<file path="config.mk">
export PLATFORM = sky130hd
export DESIGN_NAME = inv_gate_guard
export DESIGN_NICKNAME = d
export VERILOG_FILES = /design/src/rtl/inv_prot_pkg.sv /design/src/rtl/phase_interlock.sv /design/src/rtl/sc_guard.sv /design/src/rtl/inv_gate_guard.sv
export SDC_FILE = /design/constraint.sdc
export NUM_CORES = 1
export LEC_CHECK = 0
export CORE_ASPECT_RATIO = 1.1
export CORE_UTILIZATION = 40
export DETAILED_ROUTE_END_ITERATION = 10
export MAX_ROUTING_LAYER = met4
export PLACE_DENSITY = 0.57
export SYNTH_ARGS = -nofsm -noshare
export SYNTH_HDL_FRONTEND = slang
export SYNTH_SLANG_ARGS = --single-unit
export TNS_END_PERCENT = 20
</file>
<file path="constraint.sdc">
create_clock -name clk -period 1.9 [get_ports clk]
set_clock_uncertainty 0.15 [all_clocks]
set_input_delay 0.38 -clock clk [delete_from_list [all_inputs] [get_ports clk]]
set_output_delay 0.38 -clock clk [all_outputs]
set_load 0.01 [all_outputs]
</file>
<file path="src/rtl/inv_prot_pkg.sv">
package inv_prot_pkg;
  localparam int DEF_PHASES   = 3;
  localparam int DEF_SC_DELAY = 8;

  function automatic int cnt_width(input int limit);
    return (limit < 2) ? 1 : $clog2(limit + 1);
  endfunction
endpackage

</file>
<file path="src/rtl/phase_interlock.sv">
module phase_interlock (
  input  logic clk,
  input  logic rst,
  input  logic hi_n,
  input  logic lo_n,
  output logic lock_d
);
  logic lock_q, prev_hi, prev_lo, seen_hi_q, seen_lo_q;
  logic fall_hi, fall_lo, both_on, seen_hi, seen_lo, release_now;

  always_comb begin
    fall_hi     = prev_hi & ~hi_n;
    fall_lo     = prev_lo & ~lo_n;
    both_on     = ~hi_n & ~lo_n;
    seen_hi     = seen_hi_q | fall_hi;
    seen_lo     = seen_lo_q | fall_lo;
    release_now = lock_q & seen_hi & seen_lo & (fall_hi | fall_lo);
    lock_d      = both_on | (lock_q & ~release_now);
  end

  always_ff @(posedge clk) begin
    if (rst) begin
      lock_q    <= 1'b0;
      prev_hi   <= 1'b1;
      prev_lo   <= 1'b1;
      seen_hi_q <= 1'b0;
      seen_lo_q <= 1'b0;
    end else begin
      lock_q  <= lock_d;
      prev_hi <= hi_n;
      prev_lo <= lo_n;
      if (lock_d && lock_q && !both_on) begin
        seen_hi_q <= seen_hi;
        seen_lo_q <= seen_lo;
      end else begin
        seen_hi_q <= 1'b0;
        seen_lo_q <= 1'b0;
      end
    end
  end
endmodule

</file>
<file path="src/rtl/sc_guard.sv">
module sc_guard #(
  parameter int SC_DELAY = inv_prot_pkg::DEF_SC_DELAY
) (
  input  logic clk,
  input  logic rst,
  input  logic cmd_n,
  input  logic sense,
  output logic trip_d
);
  localparam int CW = inv_prot_pkg::cnt_width(SC_DELAY);
  localparam logic [CW-1:0] LAST = CW'(SC_DELAY - 1);

  logic [CW-1:0] cnt_q;
  logic          latch_q, fire;

  always_comb begin
    fire   = sense & (cnt_q >= LAST);
    trip_d = (latch_q | fire) & ~cmd_n;
  end

  always_ff @(posedge clk) begin
    if (rst) begin
      cnt_q   <= '0;
      latch_q <= 1'b0;
    end else begin
      latch_q <= trip_d;
      if (!sense)
        cnt_q <= '0;
      else if (cnt_q < LAST)
        cnt_q <= cnt_q + 1'b1;
    end
  end
endmodule

</file>
<file path="src/rtl/inv_gate_guard.sv">
module inv_gate_guard #(
  parameter int N_PH     = inv_prot_pkg::DEF_PHASES,
  parameter int SC_DELAY = inv_prot_pkg::DEF_SC_DELAY
) (
  input  logic            clk,
  input  logic            rst,
  input  logic [N_PH-1:0] hi_cmd_n,
  input  logic [N_PH-1:0] lo_cmd_n,
  input  logic            brk_cmd_n,
  input  logic [N_PH-1:0] sc_hi,
  input  logic [N_PH-1:0] sc_lo,
  output logic [N_PH-1:0] gate_hi,
  output logic [N_PH-1:0] gate_lo,
  output logic            gate_brk,
  output logic            fault
);
  logic [N_PH-1:0] lock_d, trip_hi_d, trip_lo_d;

  for (genvar p = 0; p < N_PH; p++) begin : g_phase
    phase_interlock u_lock (
      .clk (clk), .rst (rst),
      .hi_n(hi_cmd_n[p]), .lo_n(lo_cmd_n[p]),
      .lock_d(lock_d[p])
    );
    sc_guard #(.SC_DELAY(SC_DELAY)) u_sc_hi (
      .clk(clk), .rst(rst), .cmd_n(hi_cmd_n[p]), .sense(sc_hi[p]), .trip_d(trip_hi_d[p])
    );
    sc_guard #(.SC_DELAY(SC_DELAY)) u_sc_lo (
      .clk(clk), .rst(rst), .cmd_n(lo_cmd_n[p]), .sense(sc_lo[p]), .trip_d(trip_lo_d[p])
    );
  end

  always_ff @(posedge clk) begin
    if (rst) begin
      gate_hi  <= '0;
      gate_lo  <= '0;
      gate_brk <= 1'b0;
      fault    <= 1'b0;
    end else begin
      gate_hi  <= ~hi_cmd_n & ~lock_d & ~trip_hi_d;
      gate_lo  <= ~lo_cmd_n & ~lock_d & ~trip_lo_d;
      gate_brk <= ~brk_cmd_n;
      fault    <= (|lock_d) | (|trip_hi_d) | (|trip_lo_d);
    end
  end
endmodule

</file>
==> run summary, run 1 <==
Final hold analysis gives a worst-case slack of 0.325 ns. After detailed routing, the average wire length per cell comes to 11.5 um. The number of I/O port buffers is 22. The die outline height is 76.8 um. Across the VDD grid, the largest voltage drop is 414 uV. The startpoint of the worst hold path is g_phase[1].u_sc_hi.latch_q$_SDFF_PP0_. For this block, the via count after detailed routing is 1515. The number of hold buffers added after CTS is 0. The layout has 461 filler cells.

The number of antenna violations at the first check in global routing is 0. The element type at the critical path start is a flop. The number of iterations in the first detailed-routing pass is 4. The area taken by multi-input logic gates came out at 935 sq um. The clock latency at the later pin of the worst-skew pair is 0.30 ns.

The placed instances occupy a cell area of 0.00239 sq mm. The register-to-register path setup slack came out at 0.27 ns. The number of pins exceeding their max-slew limit in the final report came out at 0. The clock-pin slew on the worst setup and hold paths came out at 0.09 ns. The clock net sink count is 53. The number of nets still failing antenna checks after routing is 0. The synthesized area per cell is 9.56 sq um. The total detailed-routing wirelength is 3520 um. Walking the worst path, the cells encountered are clkdlybuf4s50_1. The number of failing hold endpoints at the final stage came out at 0.

The library cell used as clock root buffer is clkbuf_8. The critical path in this run is classified as reg2out. The endpoint arrival time on the critical path came out at 1.18 ns. The net count after synthesis came out at 234. Yosys mapped a number of flops with a built-in enable equal to 0.

The worst setup path is captured at a primary output. The analysis attributes to cell leakage a power of 0.00101 uW. At the end of the flow the core is filled with cells to 52.5%. The flow ran to the end, and the final reports show no timing, DRC or antenna violations. The portion of the clock cycle consumed by the worst path in the final layout came out at 90.0%. Static timing analysis puts the maximum clock frequency at 585 MHz. The biggest area contributor in the post-synthesis netlist is dfxtp_1. The largest fanout on the critical path came out at 1. The final instance area is 0.00251 sq mm. The pin slew with the least headroom to its limit is 0.353 ns.

The first-pass GRT wire length came out at 5940 um. The fraction of synthesis flops using an asynchronous set or reset pin came out at 0%. The setup-violating endpoint count in the final report is 0. In this design, the largest share of critical-path delay is due to buffers and inverters. Sequential elements use 52.1% of the synthesized area. Summed over its instances, the top area cell type makes up 52.1% of the synthesized netlist area. The delay contributed by the slowest stage of the critical path is 0.54 ns.

The DRC violation total after the first TritonRoute iteration came out at 38. The count of warnings emitted by yosys came out at 0. The number of global-route vias before repair is 1386. The initial core utilization came out at 42.6%. The largest individual stage delay along the critical path comes from the cell clkdlybuf4s50_1. Setup repair after global routing left no endpoint under its margin. The startpoint identified for the worst register-to-register timing path is g_phase[2].u_sc_lo.cnt_q[0]$_SDFFE_PP0N_. The endpoint of the worst-slack reg-to-reg timing path is fault$_SDFF_PP0_. The die footprint is 0.00538 sq mm. The level count of the clock H-tree is 2. Buffers inserted during clock tree synthesis total 5. The number of top-level design ports is 23. The number of remaining DRC errors came out at 0. The class of the worst hold path is reg2reg. Post-CTS timing repair inserted 0 buffers for setup. The power per unit of standard cell area came out at 848 mW/mm^2.

For this run, the post-layout net count is 269. The row count is 26. The repair_antennas step left the layout with diodes totalling 0. The most used flip-flop cell after synthesis is dfxtp_1.

The width of the die came out at 70.0 um. The deepest clock path buffer count is 2. After synthesis, the cell types taking the most area are dfxtp_1 52%, a21oi_1 7.6%, nor2_1 5.5%, ha_1 3.7%, nand2_1 2.6%. The depth of the most critical reg-to-reg path came out at 5.

In the routed layout, each cell is associated on average with a via count of 4.97. The synthesized design contains 53 register bits. The area taken by flip-flops and latches is 0.00106 sq mm. Power comes to 2130 uW. The largest net degree at the start of global routing came out at 21.

The worst endpoint required time came out at 1.37 ns. The total routing resource utilization after global routing came out at 14.0%. The aggregate negative setup slack came out at 0 ns. The TritonCTS clock tree is yes. The sum of buffers and inverters on the critical path came out at 1. The number of violations of the max-capacitance limit is 0. The count of distinct cell types in the synthesized netlist is 33.

The total overflow left after global routing is 0. The area added between synthesis and finish came out at 23.2%. The sum of net half-perimeters after detailed placement came out at 2540 um. The summed instance area of the synthesized netlist is 0.00204 sq mm.

In the final layout, the share of cells above drive strength 1 is 9.64%. The path with the worst hold slack has its endpoint at g_phase[1].u_sc_hi.latch_q$_SDFF_PP0_. The worst hold path passes through 2 cells. After technology mapping, the gate count stands at 213. After layout, the minimum clock period comes to 1.71 ns. The headroom to the max-slew limit came out at 76.5%.

The core region area is 0.00478 sq mm. The count of cells resized by post-cts repair came out at 0. The final weighted congestion in routability-driven placement is 0.764.
[cell usage after synthesis (4+ instances only)]
cell	count
and3b_1	5
nand2_1	14
o21a_1	4
or2_2	5
nand4b_1	6
ha_1	6
xnor2_1	6
nor2b_1	4
a21o_1	4
inv_1	9
nand3b_1	7
nor2_1	30
nand2b_1	6
a21oi_1	31
dfxtp_1	53
[through the flow]
step                      cells  worst slack [ns]
after floorplan             213             0.407
after global placement      297            0.0124
after detailed placement    297          -0.00575
after CTS                   305             0.180
after global routing        305             0.156
final                       305             0.189
[worst register-to-register path, stage by stage, from the launching register on]
cell     delay, ns
dfxtp_1       0.35
ha_1          0.24
a21o_1        0.19
a21oi_1       0.25
o22a_1        0.21
a41oi_2       0.12
[flip-flops by register name, summed over array words and instances (netlist names)]
register / count
g_phase.u_sc_hi.cnt_q: 12
g_phase.u_sc_lo.cnt_q: 12
g_phase.u_lock.lock_q: 3
g_phase.u_lock.prev_hi: 3
g_phase.u_lock.prev_lo: 3
g_phase.u_lock.seen_hi_q: 3
g_phase.u_lock.seen_lo_q: 3
g_phase.u_sc_hi.latch_q: 3
g_phase.u_sc_lo.latch_q: 3
gate_hi: 3
gate_lo: 3
fault: 1
gate_brk: 1
[logic make-up (layout without fill, tap and decap cells)]
group | count (synthesis) | after routing | share of synthesized area, %
buffers and inverters | 11 | 47 | 2.03
adder cells (fa/ha/maj) | 6 | 6 | 3.69
AND/OR/NAND/NOR | 83 | 83 | 22.5
XOR/XNOR | 6 | 6 | 2.58
AO/OA/AOI/OAI | 51 | 51 | 15.6
flip-flops | 53 | 53 | 52.1
multiplexers | 3 | 3 | 1.54
[layer usage]
layer | vias up | wire (um) | track usage, %
li1 | 811 | - | -
met1 | 675 | 1790 | 17.6
met2 | 23 | 1540 | 21.4
met3 | 6 | 138 | 4.20
met4 | 0 | 57 | 4.80
met5 | - | 0 | -
[how the worst max path moves through the flow]
stage,from,to,slack [ns],depth (start not counted)
after CTS,gate_hi[0]$_SDFF_PP0_,gate_hi[0],0.18,1
after floorplan,g_phase[0].u_sc_hi.cnt_q[0]$_SDFFE_PP0N_,fault$_SDFF_PP0_,0.41,5
after global placement,hi_cmd_n[2],fault$_SDFF_PP0_,0.01,5
after global routing,gate_lo[1]$_SDFF_PP0_,gate_lo[1],0.16,1
after detailed placement,hi_cmd_n[2],fault$_SDFF_PP0_,-0.006,5
final,gate_hi[1]$_SDFF_PP0_,gate_hi[1],0.19,1
[cell type report]
class                           instances  area share, %
Inverter                                9           1.35
Clock inverter                          1           1.20
Multi-Input combinational cell        149           37.3
Clock buffer                            7           3.44
Timing Repair Buffer                   30           11.7
Sequential cell                        53           42.3
Tap cell                               56           2.79
[where the power goes]
group | internal (uW) | total, uW | switching [uW]
clock network | 430 | 782 | 352
logic | 102 | 176 | 73.3
registers | 1150 | 1170 | 23.7
[cell usage in the layout (no fill, tap or decap), drive strengths merged, types with 2 or more instances in the layout]
| cell type | instances |
|---|---|
| nor2b | 4 |
| o21a | 4 |
| nand3b | 8 |
| or2 | 5 |
| nand2b | 6 |
| xnor2 | 6 |
| nand2 | 14 |
| nor3 | 2 |
| a211oi | 2 |
| clkbuf | 7 |
| ha | 6 |
| a31oi | 2 |
| buf | 8 |
| nor2 | 30 |
| clkdlybuf4s50 | 22 |
| and3b | 5 |
| nand4b | 6 |
| a21o | 4 |
| inv | 9 |
| dfxtp | 53 |
| mux2i | 2 |
| a21oi | 31 |
No activity file was read; power rests on OpenSTA's default activity.
==> inputs of run 2 (changes only) <==
Settings changed: TNS_END_PERCENT 20 to unset.
==> results of run 2 <==
Same layout as run 1: the final DEF is identical, and so are final timing and power.
